<file path="src/rtl/irqd_pkg.sv">
package irqd_pkg;

    localparam logic [7:0] SWI_OPCODE = 8'hCD;
    localparam int         WORD_W     = 16;
    localparam int         VEC_W      = 8;
    localparam int         N_FAULT    = 3;

    // Fault index to vector; ascending so a lower index means higher priority
    localparam logic [VEC_W-1:0] FAULT_VEC [N_FAULT] = '{8'd0, 8'd6, 8'd17};

    typedef struct packed {
        logic             valid;
        logic             is_fault;
        logic [VEC_W-1:0] vec;
    } disp_req_t;

    typedef enum logic [2:0] {
        ST_IDLE,
        ST_PUSH_SEG,
        ST_PUSH_OFF,
        ST_RQ_OFF,
        ST_WT_OFF,
        ST_RQ_SEG,
        ST_WT_SEG,
        ST_DONE
    } disp_state_t;

    function automatic logic [WORD_W-1:0] ret_offset(input logic [WORD_W-1:0] off,
                                                     input logic is_fault);
        return is_fault ? off : off + WORD_W'(2);
    endfunction

endpackage

</file>
<file path="src/rtl/irqd_arbiter.sv">
module irqd_arbiter
    import irqd_pkg::*;
(
    input  logic               sw_valid,
    input  logic [7:0]         sw_op,
    input  logic [VEC_W-1:0]   sw_vec,
    input  logic [N_FAULT-1:0] fault_req,
    output disp_req_t          req
);
    always_comb begin
        req = '0;
        if (sw_valid && sw_op == SWI_OPCODE) begin
            req.valid = 1'b1;
            req.vec   = sw_vec;
        end
        // scan downward so the lowest-index fault is applied last and wins
        for (int i = N_FAULT - 1; i >= 0; i--) begin
            if (fault_req[i]) begin
                req.valid    = 1'b1;
                req.is_fault = 1'b1;
                req.vec      = FAULT_VEC[i];
            end
        end
    end
endmodule

</file>
<file path="src/rtl/irqd_base.sv">
module irqd_base #(
    parameter int AW           = 16,
    parameter bit HAS_BASE_REG = 1'b1
) (
    input  logic          clk,
    input  logic          rst,
    input  logic          ext_mode,
    input  logic          load,
    input  logic [AW-1:0] load_val,
    output logic [AW-1:0] base
);
    generate
        if (HAS_BASE_REG) begin : g_reg
            logic [AW-1:0] base_q;
            always_ff @(posedge clk) begin
                if (rst)       base_q <= '0;
                else if (load) base_q <= load_val;
            end
            assign base = ext_mode ? base_q : '0;
        end else begin : g_fixed
            logic unused_ok;
            assign unused_ok = ^{clk, rst, ext_mode, load, load_val};
            assign base      = '0;
        end
    endgenerate
endmodule

</file>
<file path="src/rtl/irqd_seq.sv">
module irqd_seq
    import irqd_pkg::*;
#(
    parameter int AW = 16
) (
    input  logic              clk,
    input  logic              rst,
    input  disp_req_t         req,
    input  logic [AW-1:0]     base,
    input  logic [WORD_W-1:0] cur_seg,
    input  logic [WORD_W-1:0] cur_off,
    input  logic [AW-1:0]     sp_in,
    output logic              rd_en,
    output logic [AW-1:0]     rd_addr,
    input  logic              rd_valid,
    input  logic [WORD_W-1:0] rd_data,
    output logic              wr_en,
    output logic [AW-1:0]     wr_addr,
    output logic [WORD_W-1:0] wr_data,
    output logic              busy,
    output logic              done,
    output logic [WORD_W-1:0] hnd_seg,
    output logic [WORD_W-1:0] hnd_off,
    output logic [AW-1:0]     sp_out,
    output logic [VEC_W-1:0]  taken_vec
);
    localparam logic [AW-1:0] STEP = AW'(2);

    disp_state_t       st_q;
    logic [AW-1:0]     ent_q, sp_q;
    logic [WORD_W-1:0] seg_q, ret_q, hseg_q, hoff_q;
    logic [VEC_W-1:0]  vec_q;

    always_ff @(posedge clk) begin
        if (rst) begin
            st_q   <= ST_IDLE;
            ent_q  <= '0;
            sp_q   <= '0;
            seg_q  <= '0;
            ret_q  <= '0;
            hseg_q <= '0;
            hoff_q <= '0;
            vec_q  <= '0;
        end else begin
            unique case (st_q)
                ST_IDLE: if (req.valid) begin
                    vec_q <= req.vec;
                    ent_q <= base + AW'({req.vec, 2'b00});
                    sp_q  <= sp_in;
                    seg_q <= cur_seg;
                    ret_q <= ret_offset(cur_off, req.is_fault);
                    st_q  <= ST_PUSH_SEG;
                end
                ST_PUSH_SEG: begin
                    sp_q <= sp_q - STEP;
                    st_q <= ST_PUSH_OFF;
                end
                ST_PUSH_OFF: begin
                    sp_q <= sp_q - STEP;
                    st_q <= ST_RQ_OFF;
                end
                ST_RQ_OFF: st_q <= ST_WT_OFF;
                ST_WT_OFF: if (rd_valid) begin
                    hoff_q <= rd_data;
                    st_q   <= ST_RQ_SEG;
                end
                ST_RQ_SEG: st_q <= ST_WT_SEG;
                ST_WT_SEG: if (rd_valid) begin
                    hseg_q <= rd_data;
                    st_q   <= ST_DONE;
                end
                ST_DONE: st_q <= ST_IDLE;
                default: st_q <= ST_IDLE;
            endcase
        end
    end

    always_comb begin
        wr_en   = (st_q == ST_PUSH_SEG) || (st_q == ST_PUSH_OFF);
        wr_addr = sp_q - STEP;
        wr_data = (st_q == ST_PUSH_SEG) ? seg_q : ret_q;
        rd_en   = (st_q == ST_RQ_OFF) || (st_q == ST_RQ_SEG);
        rd_addr = (st_q == ST_RQ_SEG) ? ent_q + STEP : ent_q;
    end

    assign busy      = (st_q != ST_IDLE);
    assign done      = (st_q == ST_DONE);
    assign hnd_seg   = hseg_q;
    assign hnd_off   = hoff_q;
    assign sp_out    = sp_q;
    assign taken_vec = vec_q;
endmodule

</file>
<file path="src/rtl/irq_vector_dispatch.sv">
module irq_vector_dispatch
    import irqd_pkg::*;
#(
    parameter int AW           = 16,
    parameter bit HAS_BASE_REG = 1'b1
) (
    input  logic               clk,
    input  logic               rst,
    input  logic               ext_mode,
    input  logic               tbase_we,
    input  logic [AW-1:0]      tbase_wd,
    input  logic               sw_valid,
    input  logic [7:0]         sw_op,
    input  logic [7:0]         sw_vec,
    input  logic [2:0]         fault_req,
    input  logic [15:0]        cur_seg,
    input  logic [15:0]        cur_off,
    input  logic [AW-1:0]      sp_in,
    output logic               rd_en,
    output logic [AW-1:0]      rd_addr,
    input  logic               rd_valid,
    input  logic [15:0]        rd_data,
    output logic               wr_en,
    output logic [AW-1:0]      wr_addr,
    output logic [15:0]        wr_data,
    output logic               busy,
    output logic               done,
    output logic [15:0]        hnd_seg,
    output logic [15:0]        hnd_off,
    output logic [AW-1:0]      sp_out,
    output logic [7:0]         taken_vec
);
    disp_req_t     req;
    logic [AW-1:0] base;

    irqd_arbiter u_arb (
        .sw_valid  (sw_valid),
        .sw_op     (sw_op),
        .sw_vec    (sw_vec),
        .fault_req (fault_req),
        .req       (req)
    );

    irqd_base #(.AW(AW), .HAS_BASE_REG(HAS_BASE_REG)) u_base (
        .clk      (clk),
        .rst      (rst),
        .ext_mode (ext_mode),
        .load     (tbase_we),
        .load_val (tbase_wd),
        .base     (base)
    );

    irqd_seq #(.AW(AW)) u_seq (
        .clk       (clk),
        .rst       (rst),
        .req       (req),
        .base      (base),
        .cur_seg   (cur_seg),
        .cur_off   (cur_off),
        .sp_in     (sp_in),
        .rd_en     (rd_en),
        .rd_addr   (rd_addr),
        .rd_valid  (rd_valid),
        .rd_data   (rd_data),
        .wr_en     (wr_en),
        .wr_addr   (wr_addr),
        .wr_data   (wr_data),
        .busy      (busy),
        .done      (done),
        .hnd_seg   (hnd_seg),
        .hnd_off   (hnd_off),
        .sp_out    (sp_out),
        .taken_vec (taken_vec)
    );
endmodule

</file>
<file path="config.mk">
export PLATFORM = sky130hd
export DESIGN_NAME = irq_vector_dispatch
export DESIGN_NICKNAME = d
export VERILOG_FILES = /design/src/rtl/irqd_pkg.sv /design/src/rtl/irqd_arbiter.sv /design/src/rtl/irqd_base.sv /design/src/rtl/irqd_seq.sv /design/src/rtl/irq_vector_dispatch.sv
export SDC_FILE = /design/constraint.sdc
export NUM_CORES = 1
export LEC_CHECK = 0
export ABC_AREA = 1
export ABC_CLOCK_PERIOD_IN_PS = 4700
export BUFFER_PORTS_ARGS = -buffer_cell sky130_fd_sc_hd__buf_2
export CELL_PAD_IN_SITES_DETAIL_PLACEMENT = 1
export CELL_PAD_IN_SITES_GLOBAL_PLACEMENT = 1
export CORE_MARGIN = 5
export CORE_UTILIZATION = 30
export CTS_CLUSTER_SIZE = 14
export DETAILED_ROUTE_END_ITERATION = 16
export MAX_ROUTING_LAYER = met4
export PLACE_DENSITY_LB_ADDON = 0.12
export SYNTH_ARGS = -nofsm -noshare
export SYNTH_HDL_FRONTEND = slang
export SYNTH_SLANG_ARGS = --single-unit
</file>
<file path="constraint.sdc">
create_clock -name clk -period 4.7 [get_ports clk]
set_input_delay 0.47 -clock clk [delete_from_list [all_inputs] [get_ports clk]]
set_output_delay 0.47 -clock clk [all_outputs]
set_load 0.1 [all_outputs]
</file>
==> metrics.yaml <==
status: "complete, no violations"
die_area_sq_um: 25300
hold_viol_final: 0
first_pass_iters: 4
drt_drc_violations_left: 0
num_vias: 7014
regToRegStartpoint: "u_seq.st_q[0]"
clkTransAtPathRegs_ps: 60
yosysWarnings: 0
min_path_type: "input port to flip-flop"
critPathLaunchType: "flip-flop"
diodes: 0
powerDensity_nw_per_um2: 519
drive_gt1_frac: 0.221
ys_ff_latch: 123
rsz0062_at_grt: "no"
die_width_um: 159
synth-simple-area-share: 0.338
cts_buffer_depth: 2
postSynthCellCount: 1030
grt_max_degree: 58
synthAdderAreaFrac: 0.0236
setup-tns-final_ps: 0
final.min_clock_period_ps: 3200
cts_hold_repair.buffers: 0
antenna_found_initial: 0
viasPerCell: 4.63
nFillCells: 2946
p_leak_nw: 4.43
cts_resized: 0
io_pins: 213
slew_headroom: 0.261
port_buffers: 212
core_area_sq_um: 21900
gp_congestion: 0.809
syn_avg_cell_area_sq_um: 6.48
required_ps: 4230
htreeDepth: 4
rows: 54
reg2reg_to: "u_seq.ret_q[10]"
place_area_sq_um: 7900
fmax_mhz: 312
clkLatencyLatePin_ps: 430
max_cap_viol_count: 0
synth_xor_area_frac: 0.0394
fin_skew_ps: 17.3
synth_nets: 1147
peakVddDrop_uv: 239
cts_made_buffers: 17
synth_top_cell_by_area: "dfxtp_1"
cp-endpoint: "wr_data[6]"
drt_iter0_markers: 278
fin_nets: 1341
r2r_cells: 9
cts_setup_buffers: 0
synthMuxAreaShare: 0.00169
finalSetupViolCount: 0
wl_per_cell_um: 15.1
synth_area_sq_um: 6680
finalMaxSlewViolations: 0
crit_start: "u_seq.st_q[2]"
cts_tree: "done"
final_common_cell: "nor2_1"
hold_slack_ps: 263
grt-ovfl-total: 0
cp_max_fo: 32
grt_pass1_wl_um: 37600
synthTopCellsByArea: "dfxtp_1, nor2_1, nand2_1"
hpwlAfterDp_um: 17600
grt_use_total: 0.184
path_class: "flip-flop to output pin"
synth_cell_types: 39
endpoint_kind: "output pin"
tightest_slew_ps: 1110
synth_top_family_by_area: "simple AND/OR/NAND/NOR gates"
ys_seq_area_frac: 0.369
postRouteWirelength_um: 22800
multi_input_area_sq_um: 3590
stdcell_area_sq_um: 8510
initial_core_util: 0.305
fp.dieH_um: 159
synth_compound_area_frac: 0.134
root_buffer: "clkbuf_16"
seqCellArea_sq_um: 2460
min_period_over_period: 0.681
clock-sinks: 123
first_global_vias: 7212
r2r_slack_ps: 2590
final_cell_mix: "nor2_1, nand2_1, buf_2"
syn_to_final_growth_pct: 27.4
critPathArrivalTime_ps: 2730
synth_top_area_frac: 0.369
final_antenna_net_count: 0
power by group:
part	switching (mW)	internal (mW)	leakage [nW]
Combinational	1.50	0.314	3.13
Sequential	0.0853	1.15	1.01
Clock	0.527	0.849	0.285
Total	2.11	2.31	4.43
critical path, stage by stage, from the launching register on:
cell	delay [ps]
dfxtp_1	420
inv_2	150
nand3_1	770
o21ai_0	470
buf_2	490
cell type report:
cell class	instances	share of cell area
Multi-Input combinational cell	757	0.422
Sequential cell	123	0.289
Timing Repair Buffer	216	0.128
Clock buffer	18	0.0516
Tap cell	280	0.0412
Inverter	109	0.0481
Clock inverter	13	0.0199
sequential cells by signal (all words and copies together), names as in the netlist:
signal and flops:
u_base.g_reg.base_q 16, u_seq.ent_q 16, u_seq.hnd_off 16, u_seq.hnd_seg 16, u_seq.ret_q 16, u_seq.seg_q 16
u_seq.sp_out 16, u_seq.st_q 3, u_seq.taken_vec 8
synth_stat cells, drive strengths merged:
cell / n
nand3b: 2
mux2: 1
nor2: 240
a21oi: 55
nand2: 223
clkinv: 1
nand4: 12
buf: 22
nor3b: 1
o21bai: 5
fa: 1
inv: 108
and2: 2
nand3: 49
dfxtp: 123
or2: 3
nor3: 9
xor2: 19
clkbuf: 19
ha: 11
a21boi: 1
o211ai: 1
xnor2: 11
o21ai: 111
per-layer routing:
metal | wire length [um] | global-route usage | vias to the layer above
met5 | 0 | - | -
met4 | 382 | 0.0434 | 0
met3 | 902 | 0.0432 | 22
met2 | 11100 | 0.309 | 128
met1 | 10500 | 0.224 | 3222
li1 | - | - | 3642
stage by stage:
| step | setup WS (ps) | power (mW) | utilization | cells |
|---|---|---|---|---|
| floorplan | 487 | 2.74 | - | 1030 |
| global placement | 1970 | 3.07 | 0.361 | 1485 |
| detailed placement | 1820 | 3.08 | 0.361 | 1485 |
| CTS | 1450 | 4.47 | 0.389 | 1516 |
| global route | 1240 | 4.64 | 0.389 | 1516 |
| finish | 1500 | 4.42 | 0.389 | 1516 |
worst min-delay path by stage:
stage | start | endpoint | slack (ps) | depth (start not counted)
2_1_floorplan | u_seq.seg_q[10] | u_seq.seg_q[10] | 420 | 2
3_3_place_gp | u_seq.seg_q[10] | u_seq.seg_q[10] | 440 | 2
3_5_place_dp | u_seq.seg_q[8] | u_seq.seg_q[8] | 440 | 2
4_1_cts | tbase_wd[10] | u_base.g_reg.base_q[10] | 250 | 3
5_1_grt | tbase_wd[2] | u_base.g_reg.base_q[2] | 260 | 3
6_report | tbase_wd[2] | u_base.g_reg.base_q[2] | 260 | 3
cells by family after synthesis:
kind of cell / after synthesis
mux: 1
buf+inv: 150
fa+ha+maj: 12
flops: 123
xor+xnor: 30
simple gates: 541
compound gates: 173
Note: power is estimated with default switching activity, not from simulation.
